--- src/rtl/segx_pkg.sv ---
package segx_pkg;
    localparam int SEG_W  = 3;
    localparam int OFF_W  = 16;
    localparam int BASE_W = 24;
    localparam int LIM_W  = 16;
    localparam int NSEG   = 1 << SEG_W;

    typedef enum logic [1:0] {
        FLT_NONE    = 2'd0,
        FLT_ABSENT  = 2'd1,
        FLT_LIMIT   = 2'd2,
        FLT_PERM    = 2'd3
    } fault_e;

    typedef struct packed {
        logic              present;
        logic              can_read;
        logic              can_write;
        logic              user_ok;
        logic [LIM_W-1:0]  limit;
        logic [BASE_W-1:0] base;
    } seg_desc_t;

    typedef struct packed {
        logic              valid;
        fault_e            fault;
        logic [BASE_W-1:0] paddr;
    } xlate_rsp_t;

    // Access rights check, independent of limit and presence.
    function automatic logic rights_ok(seg_desc_t d, logic is_write, logic is_user);
        logic dir_ok;
        dir_ok = is_write ? d.can_write : d.can_read;
        return dir_ok && (!is_user || d.user_ok);
    endfunction
endpackage

--- src/rtl/seg_table.sv ---
module seg_table
    import segx_pkg::*;
#(
    parameter int ENTRIES = NSEG,
    localparam int IDX_W  = $clog2(ENTRIES)
) (
    input  logic             clk,
    input  logic             rst,
    input  logic             wr_en,
    input  logic [IDX_W-1:0] wr_idx,
    input  seg_desc_t        wr_desc,
    input  logic [IDX_W-1:0] rd_idx,
    output seg_desc_t        rd_desc
);
    seg_desc_t slots [ENTRIES];

    for (genvar g = 0; g < ENTRIES; g++) begin : g_slot
        always_ff @(posedge clk) begin
            if (rst) begin
                slots[g] <= '0;
            end else if (wr_en && (wr_idx == IDX_W'(g))) begin
                slots[g] <= wr_desc;
            end
        end
    end

    assign rd_desc = slots[rd_idx];
endmodule

--- src/rtl/seg_check.sv ---
module seg_check
    import segx_pkg::*;
(
    input  seg_desc_t          desc,
    input  logic [OFF_W-1:0]   offset,
    input  logic               is_write,
    input  logic               is_user,
    output fault_e             fault,
    output logic [BASE_W-1:0]  paddr
);
    logic over_limit;
    logic [BASE_W-1:0] sum;

    assign over_limit = ({1'b0, offset} >= {1'b0, desc.limit});
    assign sum        = desc.base + BASE_W'(offset);

    always_comb begin
        if (!desc.present) begin
            fault = FLT_ABSENT;
        end else if (over_limit) begin
            fault = FLT_LIMIT;
        end else if (!rights_ok(desc, is_write, is_user)) begin
            fault = FLT_PERM;
        end else begin
            fault = FLT_NONE;
        end
        paddr = (fault == FLT_NONE) ? sum : '0;
    end
endmodule

--- src/rtl/seg_translator.sv ---
module seg_translator
    import segx_pkg::*;
(
    input  logic              clk,
    input  logic              rst,
    input  logic              req_valid,
    input  logic [SEG_W-1:0]  req_seg,
    input  logic [OFF_W-1:0]  req_off,
    input  logic              req_write,
    input  logic              user_mode,
    input  logic              tbl_we,
    input  logic [SEG_W-1:0]  tbl_idx,
    input  logic [BASE_W-1:0] tbl_base,
    input  logic [LIM_W-1:0]  tbl_limit,
    input  logic              tbl_present,
    input  logic              tbl_read,
    input  logic              tbl_write,
    input  logic              tbl_user,
    output logic              rsp_valid,
    output logic [BASE_W-1:0] rsp_paddr,
    output logic [1:0]        rsp_fault,
    output logic              priv_fault
);
    seg_desc_t  new_desc, cur_desc;
    fault_e     chk_fault;
    logic [BASE_W-1:0] chk_paddr;
    logic       sys_write, denied_write;
    xlate_rsp_t rsp_q;

    assign sys_write    = tbl_we && !user_mode;
    assign denied_write = tbl_we &&  user_mode;

    always_comb begin
        new_desc.present   = tbl_present;
        new_desc.can_read  = tbl_read;
        new_desc.can_write = tbl_write;
        new_desc.user_ok   = tbl_user;
        new_desc.limit     = tbl_limit;
        new_desc.base      = tbl_base;
    end

    seg_table #(.ENTRIES(NSEG)) u_table (
        .clk     (clk),
        .rst     (rst),
        .wr_en   (sys_write),
        .wr_idx  (tbl_idx),
        .wr_desc (new_desc),
        .rd_idx  (req_seg),
        .rd_desc (cur_desc)
    );

    seg_check u_check (
        .desc     (cur_desc),
        .offset   (req_off),
        .is_write (req_write),
        .is_user  (user_mode),
        .fault    (chk_fault),
        .paddr    (chk_paddr)
    );

    always_ff @(posedge clk) begin
        if (rst) begin
            rsp_q      <= '0;
            priv_fault <= 1'b0;
        end else begin
            priv_fault  <= denied_write;
            rsp_q.valid <= req_valid;
            rsp_q.fault <= req_valid ? chk_fault : FLT_NONE;
            rsp_q.paddr <= req_valid ? chk_paddr : '0;
        end
    end

    assign rsp_valid = rsp_q.valid;
    assign rsp_fault = rsp_q.fault;
    assign rsp_paddr = rsp_q.paddr;

    // response one cycle after request
    a_r2_rsp_follows_req: assert property (@(posedge clk) disable iff (rst)
        req_valid |=> rsp_valid);
    a_r2_no_spurious_rsp: assert property (@(posedge clk) disable iff (rst)
        !req_valid |=> !rsp_valid);
    // rejected table write strobes privilege fault
    a_r9_priv_strobe: assert property (@(posedge clk) disable iff (rst)
        (tbl_we && user_mode) |=> priv_fault);
    a_r9_priv_quiet: assert property (@(posedge clk) disable iff (rst)
        !(tbl_we && user_mode) |=> !priv_fault);
    // faulting response carries no address
    a_r10_fault_no_addr: assert property (@(posedge clk) disable iff (rst)
        (rsp_valid && rsp_fault != 2'd0) |-> (rsp_paddr == '0));
    // absent descriptor wins over every other cause
    a_r5_absent_first: assert property (@(posedge clk) disable iff (rst)
        (req_valid && !cur_desc.present) |-> (chk_fault == FLT_ABSENT));
    // limit fault outranks permission on a present descriptor
    a_r4_limit_next: assert property (@(posedge clk) disable iff (rst)
        (req_valid && cur_desc.present && (req_off >= cur_desc.limit))
            |-> (chk_fault == FLT_LIMIT));
endmodule

--- config.mk ---
export PLATFORM = sky130hd
export DESIGN_NAME = seg_translator
export DESIGN_NICKNAME = d
export VERILOG_FILES = /design/src/rtl/segx_pkg.sv /design/src/rtl/seg_table.sv /design/src/rtl/seg_check.sv /design/src/rtl/seg_translator.sv
export SDC_FILE = /design/constraint.sdc
export NUM_CORES = 1
export LEC_CHECK = 0
export BUFFER_PORTS_ARGS = -buffer_cell sky130_fd_sc_hd__buf_2
export CAP_MARGIN = 20
export CORE_MARGIN = 2
export CORE_UTILIZATION = 60
export DETAILED_ROUTE_END_ITERATION = 16
export GPL_TIMING_DRIVEN = 0
export PLACE_DENSITY = 0.77
export SKIP_CTS_REPAIR_TIMING = 1
export SYNTH_ARGS = -nofsm -noshare
export SYNTH_HDL_FRONTEND = slang
export SYNTH_HIERARCHICAL = 1
export SYNTH_SLANG_ARGS = --single-unit
--- constraint.sdc ---
create_clock -name clk -period 5.09 [get_ports clk]
set_clock_uncertainty 0.2 [all_clocks]
set_input_delay 0.2545 -clock clk [delete_from_list [all_inputs] [get_ports clk]]
set_output_delay 0.2545 -clock clk [all_outputs]
set_load 0.02 [all_outputs]
======== Word level (Yosys, flattened, before mapping) ========
Memories as Yosys holds them, arrays and structs flattened.
Cells that the tools add are included.
operators by class
  add/subtract/negate cells ............... 1
  magnitude comparators ................... 1
  eq/ne operators ......................... 7
  muxes and demuxes ....................... 38
  bitwise logic cells ..................... 10
  reductions and logical operators ........ 17
operator list
  kind                                                                    count
  44-bit 2-to-1 mux                                                       8
  1-bit 2-to-1 mux                                                        27
  24-bit by 16-bit adder with 24-bit output                               1
  16-bit >= comparator                                                    1
  3-bit equality test (second input constant)                             4
  1-bit logical AND                                                       11
  1-bit bitwise OR                                                        8
  3-bit by 2-bit equality test with 1-bit output (second input constant)  2
  2-bit 2-to-1 mux                                                        3
  3-bit by 1-bit equality test with 1-bit output (second input constant)  1
  3-bit logical NOT                                                       1
  3-bit OR reduction                                                      1
  2-bit logical NOT                                                       1
  1-bit NOT                                                               2
  2-bit OR reduction                                                      1
  1-bit logical NOT                                                       1
  1-bit logical OR                                                        1
storage, ports and cells
  flip-flop bits (word level) ............. 28
  RAM bits ................................ 352
  input bits .............................. 72
  output and inout port bits .............. 28
  memories kept ........................... 1
memory list
  name           words  width  read ports  clocked after memory_dff  wr ports  RTL line         source
  u_table.slots  8      44     1           0                         8         seg_table.sv:15  seg_desc_t slots [ENTRIES];

======== Longest topological paths before layout ========
Gate-level depths: netlist (run 1).
  depth in word-level cells ............... 9
  gate-level depth with buffers ........... 15

======== Hierarchy ========
The synthesis (run 1) kept the hierarchy.
modules (own cells, without submodules)
  module          instances  cells each  area an instance (um^2)  sequential area each (um^2)
  seg_table       1          999         15596.2                  10570.1
  seg_check       1          272         1833.0                   0.0
  seg_translator  1          61          845.8                    560.5

======== Worst setup path before layout (run 1) ========
No wires, ideal clock.
  kind .................................... in2reg
  start ................................... in tbl_idx[2]
  end ..................................... mem u_table/slots[2][0] in the netlist's numbering, enable pin
  arrival ................................. 3.012 ns
  required time ........................... 4.435 ns
  slack ................................... 1.423 ns
  stages on the path ...................... 4
  buffers on the path ..................... 2
  path through ............................ or2_2 -> clkbuf_1 -> clkbuf_1 -> o21bai_1
RTL lines
  element          RTL line              source
  start, declared  seg_translator.sv:12  input logic [SEG_W-1:0] tbl_idx,
  end, declared    seg_table.sv:15

==> results of run 1 <==
==> cell type report <==
cell class	instances	area (µm²)
Sequential cell	380	11100
Fill cell	2048	9070
Multi-Input combinational cell	762	6390
Clock buffer	55	1080
Timing Repair Buffer	107	671
Buffer	117	566
Tap cell	390	488
Inverter	73	274
Clock inverter	14	118
Antenna cell	1	2.50
==> tightest hold or removal path, cell delays in order <==
cell and delay, ns:
buf_2 0.10, clkinv_1 0.13, nor3_1 0.07
==> kinds of logic after synthesis <==
logic type / share of synthesized area, %
mux: 14.0
compound gates: 3.44
flops: 60.9
fa+ha+maj: 2.30
buf+inv: 4.59
xor+xnor: 0.719
simple gates: 14.0
==> metal layers <==
layer | up-vias | GRT usage [%] | wire (µm)
li1 | 5430 | - | -
met1 | 6154 | 41.1 | 17100
met2 | 860 | 51.3 | 23600
met3 | 168 | 7.80 | 6260
met4 | 0 | 13.8 | 2130
met5 | - | 0 | 0
==> state kept, by name, indices dropped and copies added, names as in the netlist <==
name	count
rsp_valid	1
rsp_fault	2
u_table/slots	352
priv_fault	1
rsp_paddr	24
==> per-stage QoR <==
stage          setup WS, ns  std cells  setup TNS (ns)  utilization (%)  instance area [µm²]
2_1_floorplan          1.42       1332               0                -                18300
3_3_place_gp         -0.796       1818         -218.12             64.6                19200
3_5_place_dp          0.647       1826               0             65.4                19500
4_1_cts                1.16       1895               0             69.4                20700
5_1_grt                1.01       1898               0             69.5                20700
6_report               1.02       1899               0             69.5                20700
==> synthesized netlist by cell type, types with 2 or more instances <==
cell type,instances
nor2_1,32
mux2_2,32
buf_12,3
o21ai_1,4
o21ai_0,10
nor3_1,360
nor2b_1,5
a21oi_2,5
a31oi_1,3
and2b_1,2
buf_6,5
dfxtp_1,28
nand3_2,2
nand2_1,23
a211oi_2,2
and4_4,2
o21a_1,4
xor2_1,6
and3b_1,24
inv_1,29
nor3b_1,2
xnor2_1,9
ha_1,32
o31ai_1,2
and3_1,3
clkinv_1,44
and3b_2,3
mux4_2,88
nand2b_1,8
a21oi_1,24
edfxtp_1,352
clkbuf_1,75
a21o_1,4
a21boi_0,2
nand3_1,8
nand4_1,7
o211ai_1,4
a31oi_2,2
buf_2,28
o21bai_1,12
mux2i_1,4
mux2_4,12
buf_1,4
==> worst max path at each step <==
stage / from / end / slack, ns / cells after the start
after floorplan: tbl_idx[2] / u_table/slots[2][0] / 1.42 / 4
after global placement: tbl_idx[2] / u_table/slots[2][15] / -0.80 / 5
after detailed placement: req_seg[2] / rsp_paddr[22] / 0.65 / 15
after CTS: req_seg[2] / rsp_paddr[22] / 1.16 / 15
after global routing: req_seg[2] / rsp_paddr[22] / 1.01 / 15
final: req_seg[2] / rsp_paddr[22] / 1.02 / 15
==> power by group <==
group | internal, mW | switching [mW]
clock network | 1.58 | 1.13
registers | 3.59 | 0.0478
logic | 0.403 | 0.645
total | 5.57 | 1.83
==> results_dict.tcl, run 1 <==
set metrics [dict create \
    r2r_slack_ns 1.55 \
    whs_endpoint "u_table/slots[1][20]" \
    grt_max_degree 27 \
    max_stage_delay_ns 0.56 \
    worst_ir_drop_vdd_mv 0.192 \
    gp_congestion 0.907 \
    worst_r2r_endpoint "rsp_paddr[22]" \
    final_common_cell "nor3_1" \
    synth_cells 1332 \
    syn_to_final_growth_pct 13.4 \
    leakagePower_nw 7.07 \
    yosys_warnings 6 \
    vias 12600 \
    antenna_found_initial 1 \
    min_path_type "input port to flip-flop" \
    wire_per_inst_um 25.9 \
    drt_wl_total_um 49100 \
    insertion_delay_ns 0.52 \
    coreArea_um2 29800 \
    clk_pin_slew_worst_paths_ns 0.06 \
    grtUsageTotal_pct 31.7 \
    hpwl_um 32700 \
    path_buf_inv 5 \
    synth_edf_count 352 \
    finalSetupViolCount 0 \
    holdPathStages 3 \
    grt_pass1_wl_um 73900 \
    ant_nets 0 \
    max_slew_margin_pct 37.8 \
    rsz0062_at_grt "no" \
    final_hold_viol_count 0 \
    synthesis.nets 1437 \
    yosys-top-cells-area "edfxtp_1 (58%), mux4_2 (11%), nor3_1 (9.9%)" \
    path_common_cell "buf_2" \
    die_x_um 179 \
    tightestPinTransition_ns 0.930 \
    rr_worst_depth 12 \
    fin_nets 1585 \
    crit_type "input port to flip-flop" \
    crit_chain "clkbuf_1, buf_2, buf_2, mux4_2, mux2_2, inv_1, ha_1, a21o_1, a31oi_1, o21ai_1, a31oi_2, nand3_2, buf_6, a21oi_1, and3b_2" \
    num_rows 63 \
    finalMaxSlewViolations 0 \
    grt_pass1_vias 12800 \
    cts_buffers 39 \
    fin_crit_ns 4.07 \
    initial_core_util_pct 61.3 \
    cp-start-kind "input port" \
    routed_via_density 6.64 \
    syn-cell-area_um2 18300 \
    synth_seq_area_share_pct 60.9 \
    htreeDepth 2 \
    dieArea_um2 31900 \
    syn_area_per_cell_um2 13.7 \
    die_h_um 179 \
    clkSinkCount 380 \
    power_density_nw_per_um2 357 \
    period_share_pct 80.0 \
    synthFlopType "edfxtp_1" \
    async_reset_ff_share_pct 0 \
    clk_path_buf_depth 3 \
    synth-seq-cells 380 \
    min_from "tbl_base[20]" \
    synth_top_area_share_pct 57.8 \
    critical_path_arrival_ns 4.33 \
    root_buffer "clkbuf_16" \
    critPathSlowestCell "clkbuf_1" \
    maxCapViolations 0 \
    worst_hold_slack_ns 0.0139 \
    most-common-layout-cells "nor3_1 (360), edfxtp_1 (352), buf_2 (124)" \
    io_pins 100 \
    end_kind "flip-flop" \
    r2r-start "u_table/slots[4][26]" \
    fin_total_pwr_mw 7.40 \
    drtIter0Drc 1566 \
    clock.fmax_ghz 0.246 \
    synth_area_leader_cell "edfxtp_1" \
    cts_tree "built" \
    critPathRequiredTime_ns 5.35 \
    grt.overflow.total 0 \
    yosys.cell_types.count 65 \
    io_buffers 96 \
    drcViolationCount 0 \
    status "complete, no violations" \
    drive_gt1_share_pct 23.7 \
    cp_max_fo 10 \
    critPathTopFamily "buffers and inverters" \
    dr.pass1.iters 5 \
]
Power figures use the tool's default switching activity.
==> inputs of run 2 (changes only) <==
==> constraint.sdc (replaced) <==
create_clock -name clk -period 4.3 [get_ports clk]
set_clock_uncertainty 0.2 [all_clocks]
set_input_delay 0.215 -clock clk [delete_from_list [all_inputs] [get_ports clk]]
set_output_delay 0.215 -clock clk [all_outputs]
set_load 0.02 [all_outputs]
==> results_dict.tcl, run 2 (synthesis gave the netlist of run 1 again) <==
set metrics [dict create \
    status "finished with violations" \
    violations "negative hold slack" \
    cts_buffers 39 \
    fin_crit_ns 4.03 \
    drive_gt1_share_pct 23.5 \
    hpwl_um 32700 \
    cp_max_fo 10 \
    critPathRequiredTime_ns 4.56 \
    critical_path_arrival_ns 4.29 \
    io_buffers 96 \
    power_density_nw_per_um2 421 \
    largest_reg_flops 352 \
    rsz0062_at_grt "no" \
    drcViolationCount 0 \
    gp_congestion 0.907 \
    rr_worst_depth 12 \
    routed_via_density 6.61 \
    die_h_um 179 \
    max_slew_margin_pct 38.2 \
    io_pins 100 \
    finalSetupViolCount 0 \
    syn_to_final_growth_pct 14.0 \
    finalMaxSlewViolations 0 \
    r2r_slack_ns 0.75 \
    tightestPinTransition_ns 0.925 \
    maxCapViolations 0 \
    final_common_cell "nor3_1" \
    vias 12600 \
    cts_tree "built" \
    tns_ns 0 \
    drt_wl_total_um 49200 \
    leakagePower_nw 7.12 \
    holdPathStages 3 \
    min_from "tbl_limit[14]" \
    period_share_pct 93.8 \
    antenna_found_initial 1 \
    drtIter0Drc 1475 \
    clkSinkCount 380 \
    ant_nets 0 \
    grt_max_degree 27 \
    place_inst 1826 \
    final_hold_viol_count 70 \
    whs_endpoint "u_table/slots[7][38]" \
    post-route-cell-area_um2 20800 \
    fin_nets 1597 \
    num_rows 63 \
    worst_r2r_endpoint "rsp_paddr[22]" \
    most-common-layout-cells "nor3_1 (360), edfxtp_1 (352), buf_2 (124)" \
    worst_ir_drop_vdd_mv 0.229 \
    grt_pass1_vias 12800 \
    coreArea_um2 29800 \
    wire_per_inst_um 25.8 \
    clock.fmax_ghz 0.248 \
    die_x_um 179 \
    clk_pin_slew_worst_paths_ns 0.06 \
    worst_hold_slack_ns -0.0244 \
    cp-start-kind "input port" \
    top_register "u_table/slots" \
    fin_cells 1911 \
    dr.pass1.iters 7 \
    place_area_um2 19500 \
    htreeDepth 2 \
    end_kind "flip-flop" \
    min_path_type "input port to flip-flop" \
    r2r-start "u_table/slots[4][26]" \
    grt_pass1_wl_um 73900 \
    grtUsageTotal_pct 31.7 \
    root_buffer "clkbuf_16" \
    grt.overflow.total 0 \
    crit_type "input port to flip-flop" \
    dieArea_um2 31900 \
    clk_path_buf_depth 3 \
    insertion_delay_ns 0.52 \
    initial_core_util_pct 61.3 \
]
==> run 2: changes by cell type in the layout (fill, tap and decap cells not counted) <==
cell and change:
dlygate4sd3_1 +12
==> run 2: layout make-up <==
cell class,instances,area [µm²]
diodes,1,2.50
plain buffers,117,566
clock buffers,55,1080
clock inverters,14,118
fillers,2023,8950
inverters,73,274
multi-input cells,762,6390
flip-flops and latches,380,11100
well taps,390,488
repair buffers,119,791
==> run 2: layer usage <==
metal	GRT usage, %	vias up	wire [µm]
met3	7.80	154	6310
met2	51.3	912	23600
met4	13.8	0	2100
li1	-	5455	-
met1	41.1	6110	17200
met5	0	-	0
==> run 2: worst max path at each step <==
stage               depth (start not counted)                    to        from
floorplan                                   4   u_table/slots[2][0]  tbl_idx[2]
finish                                     15         rsp_paddr[22]  req_seg[2]
detailed placement                         15         rsp_paddr[22]  req_seg[2]
global placement                            5  u_table/slots[2][15]  tbl_idx[2]
CTS                                        15         rsp_paddr[22]  req_seg[2]
global route                               15         rsp_paddr[22]  req_seg[2]
==> run 2: per-stage QoR <==
stage | total power, mW | setup slack [ns] | utilization [%]
after CTS | 8.75 | 0.409 | 69.4
final | 8.77 | 0.268 | 70.0
after global routing | 9.03 | 0.264 | 69.9
after detailed placement | 5.58 | -0.103 | 65.4
after floorplan | 5.19 | 0.672 | -
after global placement | 5.55 | -1.55 | 64.6
==> run 2: power breakdown <==
group	switching, mW	internal [mW]
combinational	0.764	0.485
clock	1.35	1.87
sequential	0.0568	4.25
==> run 2: worst max-delay path, stage by stage <==
cell	delay, ns
clkbuf_1	0.55
buf_2	0.41
buf_2	0.33
mux4_2	0.35
mux2_2	0.28
inv_1	0.21
ha_1	0.30
a21o_1	0.18
a31oi_1	0.16
o21ai_1	0.11
a31oi_2	0.30
nand3_2	0.26
buf_6	0.25
a21oi_1	0.16
and3b_2	0.19
